===== config.mk =====
export PLATFORM = sky130hd
export DESIGN_NAME = tw_regslave
export DESIGN_NICKNAME = d
export VERILOG_FILES = /design/src/rtl/tw_pkg.sv /design/src/rtl/tw_busmon.sv /design/src/rtl/tw_regfile.sv /design/src/rtl/tw_engine.sv /design/src/rtl/tw_regslave.sv
export SDC_FILE = /design/constraint.sdc
export NUM_CORES = 1
export LEC_CHECK = 0
export BUFFER_PORTS_ARGS = -buffer_cell sky130_fd_sc_hd__buf_4
export CORE_MARGIN = 2
export CORE_UTILIZATION = 53
export CTS_BUF_LIST = sky130_fd_sc_hd__clkbuf_4 sky130_fd_sc_hd__clkbuf_8 sky130_fd_sc_hd__clkbuf_16
export CTS_CLUSTER_DIAMETER = 150
export DETAILED_ROUTE_END_ITERATION = 10
export PLACE_DENSITY = 0.68
export SYNTH_ARGS = -nofsm -noshare
export SYNTH_HDL_FRONTEND = slang
export SYNTH_SLANG_ARGS = --single-unit

===== constraint.sdc =====
create_clock -name clk -period 5.9 [get_ports clk]
set_input_delay 1.18 -clock clk [delete_from_list [all_inputs] [get_ports clk]]
set_output_delay 1.18 -clock clk [all_outputs]
set_load 0.01 [all_outputs]

===== src/rtl/tw_pkg.sv =====
package tw_pkg;

    typedef enum logic [3:0] {
        ST_IDLE,
        ST_ADDR,
        ST_AACK,
        ST_PTR,
        ST_PACK,
        ST_WR,
        ST_WACK,
        ST_RD,
        ST_MACK,
        ST_RNEXT
    } tw_state_e;

    localparam int BYTE_W = 8;

endpackage


===== src/rtl/tw_busmon.sv =====
module tw_busmon #(
    parameter int STAGES = 2
) (
    input  logic clk,
    input  logic rst_n,
    input  logic scl_i,
    input  logic sda_i,
    output logic sda_s,
    output logic ev_start,
    output logic ev_stop,
    output logic ev_rise,
    output logic ev_fall
);
    // Each stage carries {scl, sda}; STAGES must be 2 or more.
    localparam int PW = 2 * STAGES;

    typedef struct packed {
        logic [PW-1:0] pipe;
        logic [1:0]    last;
    } mon_s;

    mon_s mon_d, mon_q;
    logic [1:0] cur;

    assign cur = mon_q.pipe[PW-1 -: 2];

    always_comb begin
        mon_d      = mon_q;
        mon_d.pipe = {mon_q.pipe[PW-3:0], scl_i, sda_i};
        mon_d.last = cur;
    end

    always_ff @(posedge clk or negedge rst_n) begin
        if (!rst_n) begin
            mon_q <= '1;
        end else begin
            mon_q <= mon_d;
        end
    end

    assign sda_s    = cur[0];
    assign ev_start = cur[1] & mon_q.last[1] & mon_q.last[0] & ~cur[0];
    assign ev_stop  = cur[1] & mon_q.last[1] & ~mon_q.last[0] & cur[0];
    assign ev_rise  = cur[1] & ~mon_q.last[1];
    assign ev_fall  = ~cur[1] & mon_q.last[1];

endmodule


===== src/rtl/tw_regfile.sv =====
module tw_regfile #(
    parameter int DEPTH = 64,
    parameter int AW    = $clog2(DEPTH)
) (
    input  logic          clk,
    input  logic          rst_n,
    input  logic          we,
    input  logic [AW-1:0] waddr,
    input  logic [7:0]    wdata,
    input  logic [AW-1:0] raddr,
    output logic [7:0]    rdata
);
    logic [7:0] rd_arr [DEPTH];

    for (genvar i = 0; i < DEPTH; i++) begin : g_cell
        logic [7:0] cell_d, cell_q;

        always_comb begin
            cell_d = cell_q;
            if (we && (waddr == AW'(i))) begin
                cell_d = wdata;
            end
        end

        always_ff @(posedge clk or negedge rst_n) begin
            if (!rst_n) begin
                cell_q <= '0;
            end else begin
                cell_q <= cell_d;
            end
        end

        assign rd_arr[i] = cell_q;
    end

    assign rdata = rd_arr[raddr];

endmodule


===== src/rtl/tw_engine.sv =====
module tw_engine
    import tw_pkg::*;
#(
    parameter logic [6:0] DEV_ADDR = 7'h68,
    parameter int         AW       = 6
) (
    input  logic          clk,
    input  logic          rst_n,
    input  logic          pwr_fail,
    input  logic          sda_s,
    input  logic          ev_start,
    input  logic          ev_stop,
    input  logic          ev_rise,
    input  logic          ev_fall,
    input  logic [7:0]    rdata,
    output logic          sda_oe,
    output tw_state_e     st,
    output logic [AW-1:0] ptr,
    output logic          we,
    output logic [AW-1:0] waddr,
    output logic [7:0]    wdata
);
    localparam logic [3:0] BITS = 4'(BYTE_W);

    typedef struct packed {
        tw_state_e     st;
        logic [3:0]    cnt;
        logic [7:0]    shreg;
        logic [AW-1:0] ptr;
        logic          oe;
    } eng_s;

    eng_s eng_d, eng_q;

    always_comb begin
        eng_d = eng_q;
        we    = 1'b0;
        if (pwr_fail) begin
            eng_d.st  = ST_IDLE;
            eng_d.ptr = '0;
            eng_d.oe  = 1'b0;
            eng_d.cnt = '0;
        end else if (ev_start) begin
            eng_d.st  = ST_ADDR;
            eng_d.cnt = '0;
            eng_d.oe  = 1'b0;
        end else if (ev_stop) begin
            eng_d.st  = ST_IDLE;
            eng_d.cnt = '0;
            eng_d.oe  = 1'b0;
        end else begin
            case (eng_q.st)
                ST_IDLE: begin
                    eng_d.cnt = '0;
                end
                ST_ADDR, ST_PTR, ST_WR: begin
                    if (ev_rise && eng_q.cnt != BITS) begin
                        eng_d.shreg = {eng_q.shreg[6:0], sda_s};
                        eng_d.cnt   = eng_q.cnt + 4'd1;
                    end else if (ev_fall && eng_q.cnt == BITS) begin
                        eng_d.cnt = '0;
                        if (eng_q.st == ST_ADDR) begin
                            if (eng_q.shreg[7:1] == DEV_ADDR) begin
                                eng_d.oe = 1'b1;
                                eng_d.st = ST_AACK;
                            end else begin
                                eng_d.st = ST_IDLE;
                            end
                        end else if (eng_q.st == ST_PTR) begin
                            eng_d.ptr = eng_q.shreg[AW-1:0];
                            eng_d.oe  = 1'b1;
                            eng_d.st  = ST_PACK;
                        end else begin
                            we        = 1'b1;
                            eng_d.ptr = eng_q.ptr + 1'b1;
                            eng_d.oe  = 1'b1;
                            eng_d.st  = ST_WACK;
                        end
                    end
                end
                ST_AACK: begin
                    if (ev_fall) begin
                        if (eng_q.shreg[0]) begin
                            eng_d.shreg = rdata;
                            eng_d.oe    = ~rdata[7];
                            eng_d.cnt   = 4'd1;
                            eng_d.st    = ST_RD;
                        end else begin
                            eng_d.oe = 1'b0;
                            eng_d.st = ST_PTR;
                        end
                    end
                end
                ST_PACK, ST_WACK: begin
                    if (ev_fall) begin
                        eng_d.oe  = 1'b0;
                        eng_d.cnt = '0;
                        eng_d.st  = ST_WR;
                    end
                end
                ST_RD: begin
                    if (ev_fall) begin
                        if (eng_q.cnt == BITS) begin
                            eng_d.oe  = 1'b0;
                            eng_d.ptr = eng_q.ptr + 1'b1;
                            eng_d.st  = ST_MACK;
                        end else begin
                            eng_d.shreg = {eng_q.shreg[6:0], 1'b0};
                            eng_d.oe    = ~eng_q.shreg[6];
                            eng_d.cnt   = eng_q.cnt + 4'd1;
                        end
                    end
                end
                ST_MACK: begin
                    if (ev_rise) begin
                        eng_d.st = sda_s ? ST_IDLE : ST_RNEXT;
                    end
                end
                ST_RNEXT: begin
                    if (ev_fall) begin
                        eng_d.shreg = rdata;
                        eng_d.oe    = ~rdata[7];
                        eng_d.cnt   = 4'd1;
                        eng_d.st    = ST_RD;
                    end
                end
                default: begin
                    eng_d.st = ST_IDLE;
                    eng_d.oe = 1'b0;
                end
            endcase
        end
    end

    always_ff @(posedge clk or negedge rst_n) begin
        if (!rst_n) begin
            eng_q <= '{st: ST_IDLE, cnt: '0, shreg: '0, ptr: '0, oe: 1'b0};
        end else begin
            eng_q <= eng_d;
        end
    end

    assign sda_oe = eng_q.oe;
    assign st     = eng_q.st;
    assign ptr    = eng_q.ptr;
    assign waddr  = eng_q.ptr;
    assign wdata  = eng_q.shreg;

endmodule


===== src/rtl/tw_regslave.sv =====
module tw_regslave
    import tw_pkg::*;
#(
    parameter logic [6:0] DEV_ADDR    = 7'h68,
    parameter int         DEPTH       = 64,
    parameter int         SYNC_STAGES = 2
) (
    input  logic clk,
    input  logic rst_n,
    input  logic pwr_fail,
    input  logic scl_i,
    input  logic sda_i,
    output logic sda_oe
);
    localparam int AW = $clog2(DEPTH);

    logic          sda_s;
    logic          ev_start, ev_stop, ev_rise, ev_fall;
    logic [7:0]    rdata, wdata;
    logic          we;
    logic [AW-1:0] ptr, waddr;
    tw_state_e     st;

    tw_busmon #(.STAGES(SYNC_STAGES)) u_mon (
        .clk      (clk),
        .rst_n    (rst_n),
        .scl_i    (scl_i),
        .sda_i    (sda_i),
        .sda_s    (sda_s),
        .ev_start (ev_start),
        .ev_stop  (ev_stop),
        .ev_rise  (ev_rise),
        .ev_fall  (ev_fall)
    );

    tw_engine #(.DEV_ADDR(DEV_ADDR), .AW(AW)) u_eng (
        .clk      (clk),
        .rst_n    (rst_n),
        .pwr_fail (pwr_fail),
        .sda_s    (sda_s),
        .ev_start (ev_start),
        .ev_stop  (ev_stop),
        .ev_rise  (ev_rise),
        .ev_fall  (ev_fall),
        .rdata    (rdata),
        .sda_oe   (sda_oe),
        .st       (st),
        .ptr      (ptr),
        .we       (we),
        .waddr    (waddr),
        .wdata    (wdata)
    );

    tw_regfile #(.DEPTH(DEPTH), .AW(AW)) u_regs (
        .clk   (clk),
        .rst_n (rst_n),
        .we    (we),
        .waddr (waddr),
        .wdata (wdata),
        .raddr (ptr),
        .rdata (rdata)
    );

endmodule


# Yosys cells after proc, flatten, opt, wreduce, memory -nomap -nowiden
# Index checks and enable logic that the tools add are counted.
[op_classes]
n_addsub = 2
n_lt_le_gt_ge = 1
n_eq_ne = 102
muxes = 53
n_bitwise = 17
n_reduce_logical = 80
[ops]
columns = ["operator", "n"]
rows = [
  ["6-bit == test, second input constant", 32],
  ["6-bit by 5-bit == test with 1-bit output, second input constant", 16],
  ["1-bit logical AND", 66],
  ["8-bit 2-to-1 mux", 8],
  ["8-bit binary-select mux with 6-bit select", 1],
  ["6-bit by 4-bit == test with 1-bit output, second input constant", 8],
  ["5-bit by 4-bit inequality test with 1-bit output, second input constant", 8],
  ["16-bit 2-to-1 mux", 2],
  ["8-bit one-hot mux with 4 select lines", 1],
  ["7-bit 2-to-1 mux", 4],
  ["4-bit one-hot mux with 7 select lines", 1],
  ["6-bit by 3-bit == test with 1-bit output, second input constant", 4],
  ["12-bit 2-to-1 mux", 2],
  ["6-bit 2-to-1 mux", 4],
  ["4-bit one-hot mux with 6 select lines", 1],
  ["8-bit AND reduction", 3],
  ["23-bit 2-to-1 mux", 1],
  ["4-bit 2-to-1 mux", 5],
  ["9-bit AND reduction", 2],
  ["1-bit 2-to-1 mux", 17],
  ["4-bit by 3-bit == test with 1-bit output, second input constant", 4],
  ["4-bit == test, second input constant", 3],
  ["6-bit by 2-bit == test with 1-bit output, second input constant", 2],
  ["6-bit one-hot mux with 2 select lines", 1],
  ["other kinds (30)", 59],
]
[totals]
regBits = 541
input_bits = 5
out_inout_bits = 1
word_cells = 327

# Logic depth before layout (Yosys ltp)
# Gate-level depths: netlist (run 1).
[logic_depth]
depth_word = 11
depth_mapped = 12
depth_no_buf = 8

# By module
# From an unflattened synthesis (run 1), not the netlist that was laid out.
[hier_totals]
hier_cells = 1740
hier_area_um2 = 25723.4
[by_module_without_submodules]
columns = ["module", "instances", "cells_per_inst", "area_per_inst_um2", "seq_area_each_um2"]
rows = [
  ["tw_regfile", 1, 1509, 23572.6, 12812.3],
  ["tw_engine", 1, 221, 1958.1, 575.6],
  ["tw_busmon", 1, 10, 192.7, 157.7],
]

# Worst setup path after synthesis (run 1)
# Ideal clock, no wire load.
[synth_timing]
kind = "in2reg"
startpoint = "input pwr_fail"
endpoint = "register u_regs.g_cell[22].cell_q[0]"
setup_time_ns = 0.125
arrival_time_ns = 2.751
required_time_ns = 5.775
setup_slack_ns = 3.025
cell_stages = 7
n_path_buf = 2
cell_sequence = "buf_1 -> nor2_1 -> nand4_1 -> or2_2 -> buf_4 -> nor2_4 -> mux2_2"
[synth_between]
elab_chain_len = 2
[synth_rtl]
columns = ["item", "line", "rtl"]
rows = [
  ["start: declaration", "tw_regslave.sv:10", "input logic pwr_fail,"],
  ["1-bit 2-to-1 mux", "tw_engine.sv:38", "if (pwr_fail) begin"],
  ["1-bit logical AND", "tw_regfile.sv:20", "if (we && (waddr == AW'(i))) begin"],
  ["end signal: assignment", "tw_regfile.sv:29", "cell_q <= cell_d;"],
  ["end: declaration", "tw_regfile.sv:16", "logic [7:0] cell_d, cell_q;"],
]
# No other way between the ends.
# A chain may end at the register's enable or synchronous reset.

# Worst setup path after layout (run 1)
[layout_timing]
startpoint = "register u_eng.eng_q, in the netlist u_eng.ptr[1]"
endpoint = "register u_regs.g_cell[54].cell_q[6]"
[layout_between]
elab_chain_len = 2
[layout_rtl]
columns = ["item", "line", "rtl"]
rows = [
  ["start: declaration", "tw_engine.sv:33", "eng_s eng_d, eng_q;"],
  ["start signal: assignment", "tw_engine.sv:137", "eng_q <= '{st: ST_IDLE, cnt: '0, shreg: '0, ptr: '0, oe: 1'b0};"],
  ["start signal: assignment", "tw_engine.sv:139", "eng_q <= eng_d;"],
  ["6-bit == test", "tw_regfile.sv:20", ""],
  ["1-bit logical AND", "tw_regfile.sv:20", ""],
  ["end signal: assignment", "tw_regfile.sv:29", ""],
  ["end: declaration", "tw_regfile.sv:16", ""],
]
# No other way between the ends.

==> results of run 1 <==
logic make-up after synthesis:
group	Yosys count	synth area share (%)
adder cells (fa/ha/maj)	6	0.297
flip-flops	541	53.6
AO/OA/AOI/OAI	169	4.43
buffers and inverters	140	2.66
XOR/XNOR	2	0.0693
AND/OR/NAND/NOR	186	4.31
multiplexers	653	34.7
worst max path at each step:
stage                                                         end  slack (ps)  cells after the start
after floorplan           u_regs.g_cell[22].cell_q[0]$_DFFE_PN0P_        3020                      7
after global placement                 u_eng.wdata[0]$_DFFE_PN0P_        2140                      7
after detailed placement  u_regs.g_cell[55].cell_q[1]$_DFFE_PN0P_        2110                      5
after CTS                 u_regs.g_cell[55].cell_q[1]$_DFFE_PN0P_        2080                      5
after global routing      u_regs.g_cell[55].cell_q[6]$_DFFE_PN0P_        1910                      5
final                     u_regs.g_cell[54].cell_q[6]$_DFFE_PN0P_        2130                      5
flip-flops by register name, indices dropped and copies added, names as in the netlist:
signal / cells
u_eng.eng_q: 4
u_eng.wdata: 8
u_eng.sda_oe: 1
u_mon.sda_s: 1
u_eng.ptr: 6
u_eng.st: 4
u_mon.cur: 1
u_mon.mon_d: 2
u_regs.g_cell.cell_q: 512
u_mon.mon_q: 2
worst reg2reg max path: stages, from the launching register on:
cell and delay [ps]:
sky130_fd_sc_hd__dfrtp_4 1130, sky130_fd_sc_hd__buf_12 510, sky130_fd_sc_hd__ha_1 730, sky130_fd_sc_hd__nand2_1 330, sky130_fd_sc_hd__nor2_2 530, sky130_fd_sc_hd__mux2_2 410
layout by cell type, fill, tap and decap left out, types with 6 or more instances in the layout:
master                        n
sky130_fd_sc_hd__dfstp_2      6
sky130_fd_sc_hd__buf_4       19
sky130_fd_sc_hd__mux4_2     122
sky130_fd_sc_hd__clkbuf_8    21
sky130_fd_sc_hd__clkbuf_4     9
sky130_fd_sc_hd__nand3_2      9
sky130_fd_sc_hd__inv_1        6
sky130_fd_sc_hd__clkbuf_16   57
sky130_fd_sc_hd__dfrtp_1    525
sky130_fd_sc_hd__dfrtp_2      8
sky130_fd_sc_hd__o21ai_0     18
sky130_fd_sc_hd__clkinv_2    10
sky130_fd_sc_hd__mux2i_1     12
sky130_fd_sc_hd__nand3_1     25
sky130_fd_sc_hd__nand3b_1     6
sky130_fd_sc_hd__nand2b_1    10
sky130_fd_sc_hd__a22oi_1     59
sky130_fd_sc_hd__ha_1         6
sky130_fd_sc_hd__a21oi_1     51
sky130_fd_sc_hd__mux2_1      12
sky130_fd_sc_hd__nor2_1      22
sky130_fd_sc_hd__nor2_4      10
sky130_fd_sc_hd__nand2_1     32
sky130_fd_sc_hd__nor2b_1     11
sky130_fd_sc_hd__mux2_2     503
sky130_fd_sc_hd__o41ai_1      6
sky130_fd_sc_hd__and3_1       6
sky130_fd_sc_hd__nor2_2      27
per-stage QoR:
step	hold WS, ps	instances	cell area, um^2	power (mW)	utilization, %
after floorplan	345	1697	25300	4.19	-
after global placement	350	2203	25700	4.49	54.2
after detailed placement	348	2203	25700	4.50	54.2
after CTS	361	2305	27600	8.08	58.2
after global routing	366	2305	27600	8.30	58.2
final	359	2305	27600	8.00	58.2
synth_stat cells (all sizes together) (4+ instances only):
cell type and number:
or2 4, nor2 59, mux2 515, nand3 34, buf 42, dfstp 6
nand2 34, mux2i 12, nand3b 6, o21ai 18, nand2b 10, a22oi 59
nand4 5, o41ai 6, a31oi 5, a21oi 51, clkbuf 92, dfrtp 535
ha 6, mux4 126, inv 6, nor2b 13, and3 6, nor3 4
cell type report:
type / instances / area, um^2 / area share, %
flip-flops and latches: 541 / 13600 / 49.1
multi-input cells: 1016 / 11100 / 40.2
clock buffers: 87 / 1780 / 6.46
well taps: 615 / 769 / 2.79
repair buffers: 25 / 258 / 0.934
clock inverters: 15 / 113 / 0.408
inverters: 6 / 22.5 / 0.0816
per-layer routing:
metal  routed length [um]  vias to the layer above  GRT usage (%)
met5                    0                        -              0
met4                 1420                        0           6.60
met3                 2850                       91           3.85
met2                27300                      366           37.3
met1                26600                     7916           36.1
li1                     -                     6269              -
report_power, final:
group / leakage (nW) / switching [mW] / internal, mW / total, mW
logic: 4.27 / 0.538 / 0.0766 / 0.614
registers: 7.51 / 0.0788 / 3.74 / 3.82
clock network: 0.957 / 1.45 / 2.11 / 3.57
total: 12.7 / 2.07 / 5.93 / 8.00
==> impl_summary.md, run 1 <==
Outcome
The flow ran to the end, and the final reports show no timing, DRC or antenna violations.

Critical path
The terminus of the critical flop-to-flop path is u_regs.g_cell[54].cell_q[6]$_DFFE_PN0P_. Data on the critical path is required at its endpoint by 6380 ps. Setup slack on the worst reg-to-reg path comes out at 2130 ps.

STA classifies the critical path startpoint as a register. The worst setup path is of the register to register kind. STA puts the critical path data arrival time at ~4300 ps. The start of the worst register-to-register path is u_eng.ptr[1]$_DFFE_PN0P_. For this run, the slowest stage of the critical path takes 1130 ps. The critical path's slowest cell is sky130_fd_sc_hd__dfrtp_4. Traced cell by cell, the critical path runs through buf_12, ha_1, nand2_1, nor2_2, mux2_2. The cell depth of the worst flop-to-flop path is 5.

The nature of the critical path endpoint is a register. The count of buffer and inverter cells on the critical path is 1. In this run the worst setup path begins at u_eng.ptr[1]$_DFFE_PN0P_. On the critical path the largest part of the delay comes from flip-flops.

The largest fanout on the critical path is a little under 80.

Cells and area
The filler cell count is ~3600. The post-route netlist has between 40% and 50% of its cells at a drive strength greater than 1. The total number of nets in the final design is roughly 1700.

The growth of design area from synthesis to finish is 9.13%. The count of antenna diodes in the layout is 0.

Clock tree
The maximum level of the CTS H-tree is 2. The cell sitting at the root of the clock tree is a sky130_fd_sc_hd__clkbuf_16. The worst-case clock buffer depth is 3. After clock tree synthesis, the clock-pin slew on the worst setup and hold paths is ~70 ps. The post-cts resize count is 0.

The number of clock buffers added by TritonCTS is 57. For this design, the sink count on the clock tree is 541. Clock latency on the worst-skew pair, taken at its later pin, is around 620 ps. The number of hold buffers added after CTS was 0. TritonCTS built the clock tree. Post-CTS timing repair inserted 0 buffers for setup.

Floorplan
The row count is 80. The starting utilization of the core area is between 50% and 60%. In this run the count of I/O pins placed on the die edge is 6.

The area of the die is around 0.049 mm^2. The core region is roughly 0.047 mm^2. The die height is 222 um.

The width of the die is about 220 um.

Hold path
The worst hold path begins at u_mon.mon_d[4]$_DFF_PN1_. The path with the worst hold slack has its endpoint at u_mon.sda_s$_DFF_PN1_. The type of the worst min-delay path is register to register.

The number of stages on the worst hold path is 0.

Place
OpenSTA, run right after detailed placement, puts the worst setup slack at roughly 2100 ps. Input and output buffers added on the ports amount to 5. The routability-driven placement congestion ratio is roughly 0.85. The placed wire-length estimate is ~35000 um.

Logic synthesis
In this run the mean area of a mapped cell was ~15 um^2. The biggest area contributor in the post-synthesis netlist is sky130_fd_sc_hd__dfrtp_1. The part of the Yosys area used for sequential elements is a little over half. The proportion of netlist area held by the largest area contributor is 52.9%. The instance count of the mapped netlist is 1697. Ranked by total cell area, the synthesized netlist is headed by sky130_fd_sc_hd__dfrtp_1 (53%), sky130_fd_sc_hd__mux2_2 (22%), sky130_fd_sc_hd__mux4_2 (11%). The flip-flop cell with the highest count after synthesis is sky130_fd_sc_hd__dfrtp_1.

The synthesized design contains between 500 and 600 register bits. The netlist uses 60 different library cells. The cell area after technology mapping is around 0.025 mm^2. The number of synthesized flops with an enable pin is 0. The Yosys warning count is 0. Counting flops with an async set or reset pin after synthesis yields a share of 100%. Synthesis produced a netlist with a net count of around 1700.

Detailed routing
The number of detailed-routing iterations run before antenna repair is 5. The via count of the routed design is 14642. After detailed routing, the average wire length per cell comes to approximately 25 um.

In this run, the number of DRC markers left after iteration 0 of detailed routing was ~1500. The post-detailed-routing wire length is 58200 um. The detail route stage leaves a number of antenna-violating nets equal to 0. The number of vias per cell after detailed routing is 6.35. The DRC violations left is 0.

STA
Setup repair after global routing left no endpoint under its margin. Setup violations remaining at the end of the flow were counted as 0. Headroom to the max-slew limit came out at approximately a quarter. The achievable clock frequency is ~270 MHz.

The clock arrives with between 20 and 30 ps of skew. The smallest clock period supported by the final layout is computed as approximately 3800 ps. Setup total negative slack on the finished layout was measured at 0 ps. The final hold violation count is 0.

The number of max-slew violations in the final report is 0. Once routing completed, OpenROAD measured the worst setup slack at ~2100 ps. At the pin with the least slew margin, the transition time is between 1000 and 1500 ps.

The final period utilization is between 60% and 70%.

Power and ir drop
In this run the power density over the cells is between 200 and 300 mW/mm^2. The static power due to leakage is 12.7 nW. VDD sags by at most 0.208 mV.

Global routing
After global routing the overflow that remains totals 0. The via count of the first global-routing pass is 15040. The global-route total usage across every layer is 24.2%.

Entering global routing, the biggest net connects 140 pins. The first global-routing pass estimated a little over 90000 um of wire. The number of antenna violations at the first check in global routing was 0.

Run
The count of max-cap constraint violations is 0.
(Power assumes the default switching activity.)
==> run 2, diff against run 1 <==
Settings changed: PLACE_DENSITY 0.68 to 0.71.
Clock period 5.9 ns to 3.31 ns, I/O delays scaled along.
==> run 2 against run 1 <==
Against the previous run: flip-flop and latch count unchanged; register-to-register slack lost 1900 ps; critical endpoint is now u_regs.g_cell[56].cell_q[2]$_DFFE_PN0P_; critical path type unchanged; via count increased by 3.3%; clock power up 80%; wire length rose by 4.1%; die area stayed put; worst hold slack worse by 320 ps; combinational power rose by 110%; global-route usage up 1.1 points.
==> impl_summary.md, run 2 (synthesis results as in run 1) <==
Clock tree
The total clock sinks is around 540. In this run, post-CTS repair resized a total of 0 instances. Buffers inserted during clock tree synthesis total 56.

In this run, post-CTS hold repair placed 0 buffers. Post-CTS timing repair inserted 0 buffers for setup. The clock passes through at most 3 buffers. In this run the number of H-tree levels came out at 2. The TritonCTS clock tree is done. Clock-pin slew was measured on the worst setup and hold paths at about 60 ps.

At the later pin of the worst-skew pair, clock insertion delay measures 620 ps. The root buffer selected by CTS is sky130_fd_sc_hd__clkbuf_16.

Run
Max-cap violations in this run came to 0.

Global routing
Entering global routing, the biggest net connects between 70 and 80 pins. The via count of the first global-routing pass is 15783. The global-route wire length before repair is 96000 um. Global routing finished with a remaining overflow of 0.

The global-route total usage across every layer is about a quarter. The number of antenna violations at the first check in global routing is 0.

Floorplan
The core footprint is approximately 0.047 mm^2. The row count is 80. The die height is about 220 um. The die covers 0.0495 mm^2. Once the floorplan was initialized, standard cells occupied between 50% and 60% of the core. The width of the die is around 220 um. The number of top-level design ports is 6.

STA
Across all hold checks on the routed design, the worst slack comes to about 38 ps. The worst path uses ~93% of the clock period. Setup repair after global routing left no endpoint under its margin. The worst clock skew is about 15 ps. At the pin with the least slew margin, the transition time is just over 1000 ps.

In this run the tightest slew margin relative to its limit is 31.2%. Setup total negative slack on the finished layout was measured at 0 ps. The final hold violation count is 0. Timing would allow up to 323 MHz. The worst path in the final design needs a cycle of 3090 ps, including I/O delays and setup. Setup violations remaining at the end of the flow were counted as 0. The number of max-slew violations in the final report is 0. The worst-case setup margin in the final layout is about 220 ps.

Cells and area
The library cells used most frequently in the layout, excluding fill and tap cells, are sky130_fd_sc_hd__dfrtp_1 (525), sky130_fd_sc_hd__mux2_2 (503), sky130_fd_sc_hd__mux4_2 (122), sky130_fd_sc_hd__buf_4 (63), sky130_fd_sc_hd__a22oi_1 (59). Cells with a size suffix above 1 make up 50.6% of the layout. From synthesis to final layout, the design area changed by 11.1%. The most frequent standard cell in the layout excluding fill and tap cells is sky130_fd_sc_hd__dfrtp_1. The net count of the finished layout is 1709. The register with the most flip-flops in the layout has between 500 and 600 of them. The filler cell count is around 3600. The register with the most flip-flops in the final layout is u_regs.g_cell.cell_q. The count of antenna diodes in the layout is 0. The finished layout cell area is around 0.028 mm^2.

Place
At the end of routability-driven placement, the weighted congestion stood at between 0.9 and 1. The placed cell area is roughly 0.026 mm^2. Summed over all nets, the half-perimeter wirelength after detailed placement is 38200 um. Before CTS, the worst setup slack after placement is 309 ps. The count of buffers added on input and output ports is 5.

Critical path
The largest fanout on the critical path is 8. The worst register-to-register path begins at u_eng.eng_q[15]$_DFFE_PN0P_. The critical path is of the register to register type.

The critical path data required time is 3800 ps. In this design, the largest share of critical-path delay is due to simple AND/OR/NAND/NOR gates. The worst setup path is captured at a register. Setup slack on the worst reg-to-reg path comes out at ~220 ps. The critical path goes through inv_1, ha_1, nand3b_1, nor2_1, and4_1, nand3_1, nor2_2, mux2_2. The critical path's slowest cell is sky130_fd_sc_hd__nor2_2. The category of the worst setup path launch point is a register. The worst register-to-register path has a depth of 8. The terminus of the critical flop-to-flop path is u_regs.g_cell[56].cell_q[2]$_DFFE_PN0P_. Tracing the worst setup path back leads to its startpoint at u_eng.eng_q[15]$_DFFE_PN0P_.

The count of buffer and inverter cells on the critical path is 1. Data arrives at the worst endpoint at approximately 3600 ps. For this run, the slowest stage of the critical path takes 560 ps.

Detailed routing
In the final routed layout, each cell accounts on average for around 26 um. In this run, the number of DRC markers left after iteration 0 of detailed routing was 1173. The number of vias per cell after detailed routing is between 6 and 7. The final route contains 15126 vias.

In this run the remaining antenna-violating nets after routing total 0. Wires add up to around 60000 um. In the routed design, unresolved DRC markers number 0. The number of detailed-routing iterations run before antenna repair is 8.

Power and ir drop
The power share of the clock group is around 45%. The design draws about 14 mW. The part of the power in combinational logic is 8.8%. Net switching is roughly a quarter of the power. The internal power consumption is around 11 mW. Power spread over the standard cell area amounts to roughly 510 mW/mm^2.

Per report_power, the sequential group accounts for a little under half of the total. Across the VDD grid, the largest voltage drop is between 0.4 and 0.5 mV. The static power due to leakage is ~13 nW. The net load switching power is 3.73 mW.

Hold path
The type of the worst min-delay path is primary input to async pin.

Outcome
The flow ran to the end, and the final reports show no timing, DRC or antenna violations.
-- run 2: changes by cell type in the layout (fill, tap and decap cells not counted), sizes merged --
| cell | previous run | this run |
|---|---|---|
| clkbuf | 87 | 95 |
| bufinv | 1 | 2 |
| clkinvlp | 2 | 0 |
| clkinv | 10 | 4 |
| buf | 25 | 77 |
-- run 2: layer usage --
layer / vias up / global-route usage [%] / share of wire [%]
li1: 6381 / - / -
met1: 8108 / 36.2 / 43
met2: 511 / 39.0 / 46
met3: 126 / 4.30 / 6.4
met4: 0 / 10.1 / 4.0
met5: - / 0 / 0
-- run 2: layout make-up --
cell class | instances | area, um^2 | area share (%)
inverter | 6 | 22.5 | 0.0801
clock inverter | 8 | 97.6 | 0.347
sequential | 541 | 13600 | 48.3
multi-input combinational | 1016 | 11100 | 39.5
tap | 615 | 769 | 2.74
timing repair buffer | 77 | 748 | 2.66
clock buffer | 95 | 1810 | 6.45
-- run 2: worst max-delay path by stage --
| stage | slack (ps) | end | depth (start not counted) |
|---|---|---|---|
| floorplan | 690 | u_regs.g_cell[12].cell_q[0]$_DFFE_PN0P_ | 11 |
| CTS | 280 | u_regs.g_cell[56].cell_q[2]$_DFFE_PN0P_ | 8 |
| detailed placement | 310 | u_regs.g_cell[56].cell_q[5]$_DFFE_PN0P_ | 8 |
| global placement | 320 | u_regs.g_cell[56].cell_q[4]$_DFFE_PN0P_ | 8 |
| global route | 50 | u_regs.g_cell[56].cell_q[6]$_DFFE_PN0P_ | 8 |
| finish | 220 | u_regs.g_cell[56].cell_q[2]$_DFFE_PN0P_ | 8 |
-- run 2: worst register-to-register path, delay by kind of cell (launching register included) --
kind,cells,cell delay (ps)
buffers and inverters,1,80
DFF,1,420
muxes,1,390
and+or+nand+nor,5,1920
adders and majority gates,1,160
-- run 2: power by group through the flow --
| stage | Combinational, mW | Clock [mW] | Sequential, mW |
|---|---|---|---|
| 2_1_floorplan | 0.646 | 0 | 6.82 |
| 3_5_place_dp | 1.27 | 0 | 6.82 |
| 6_report | 1.28 | 6.44 | 6.70 |
| 3_3_place_gp | 1.24 | 0 | 6.82 |
| 5_1_grt | 1.38 | 6.82 | 6.70 |
| 4_1_cts | 1.27 | 6.55 | 6.70 |
-- run 2: through the flow --
step	instances	util, %
after floorplan	1697	-
after global placement	2255	55.2
after detailed placement	2255	55.2
after CTS	2358	59.2
after global routing	2358	59.2
final	2358	59.2
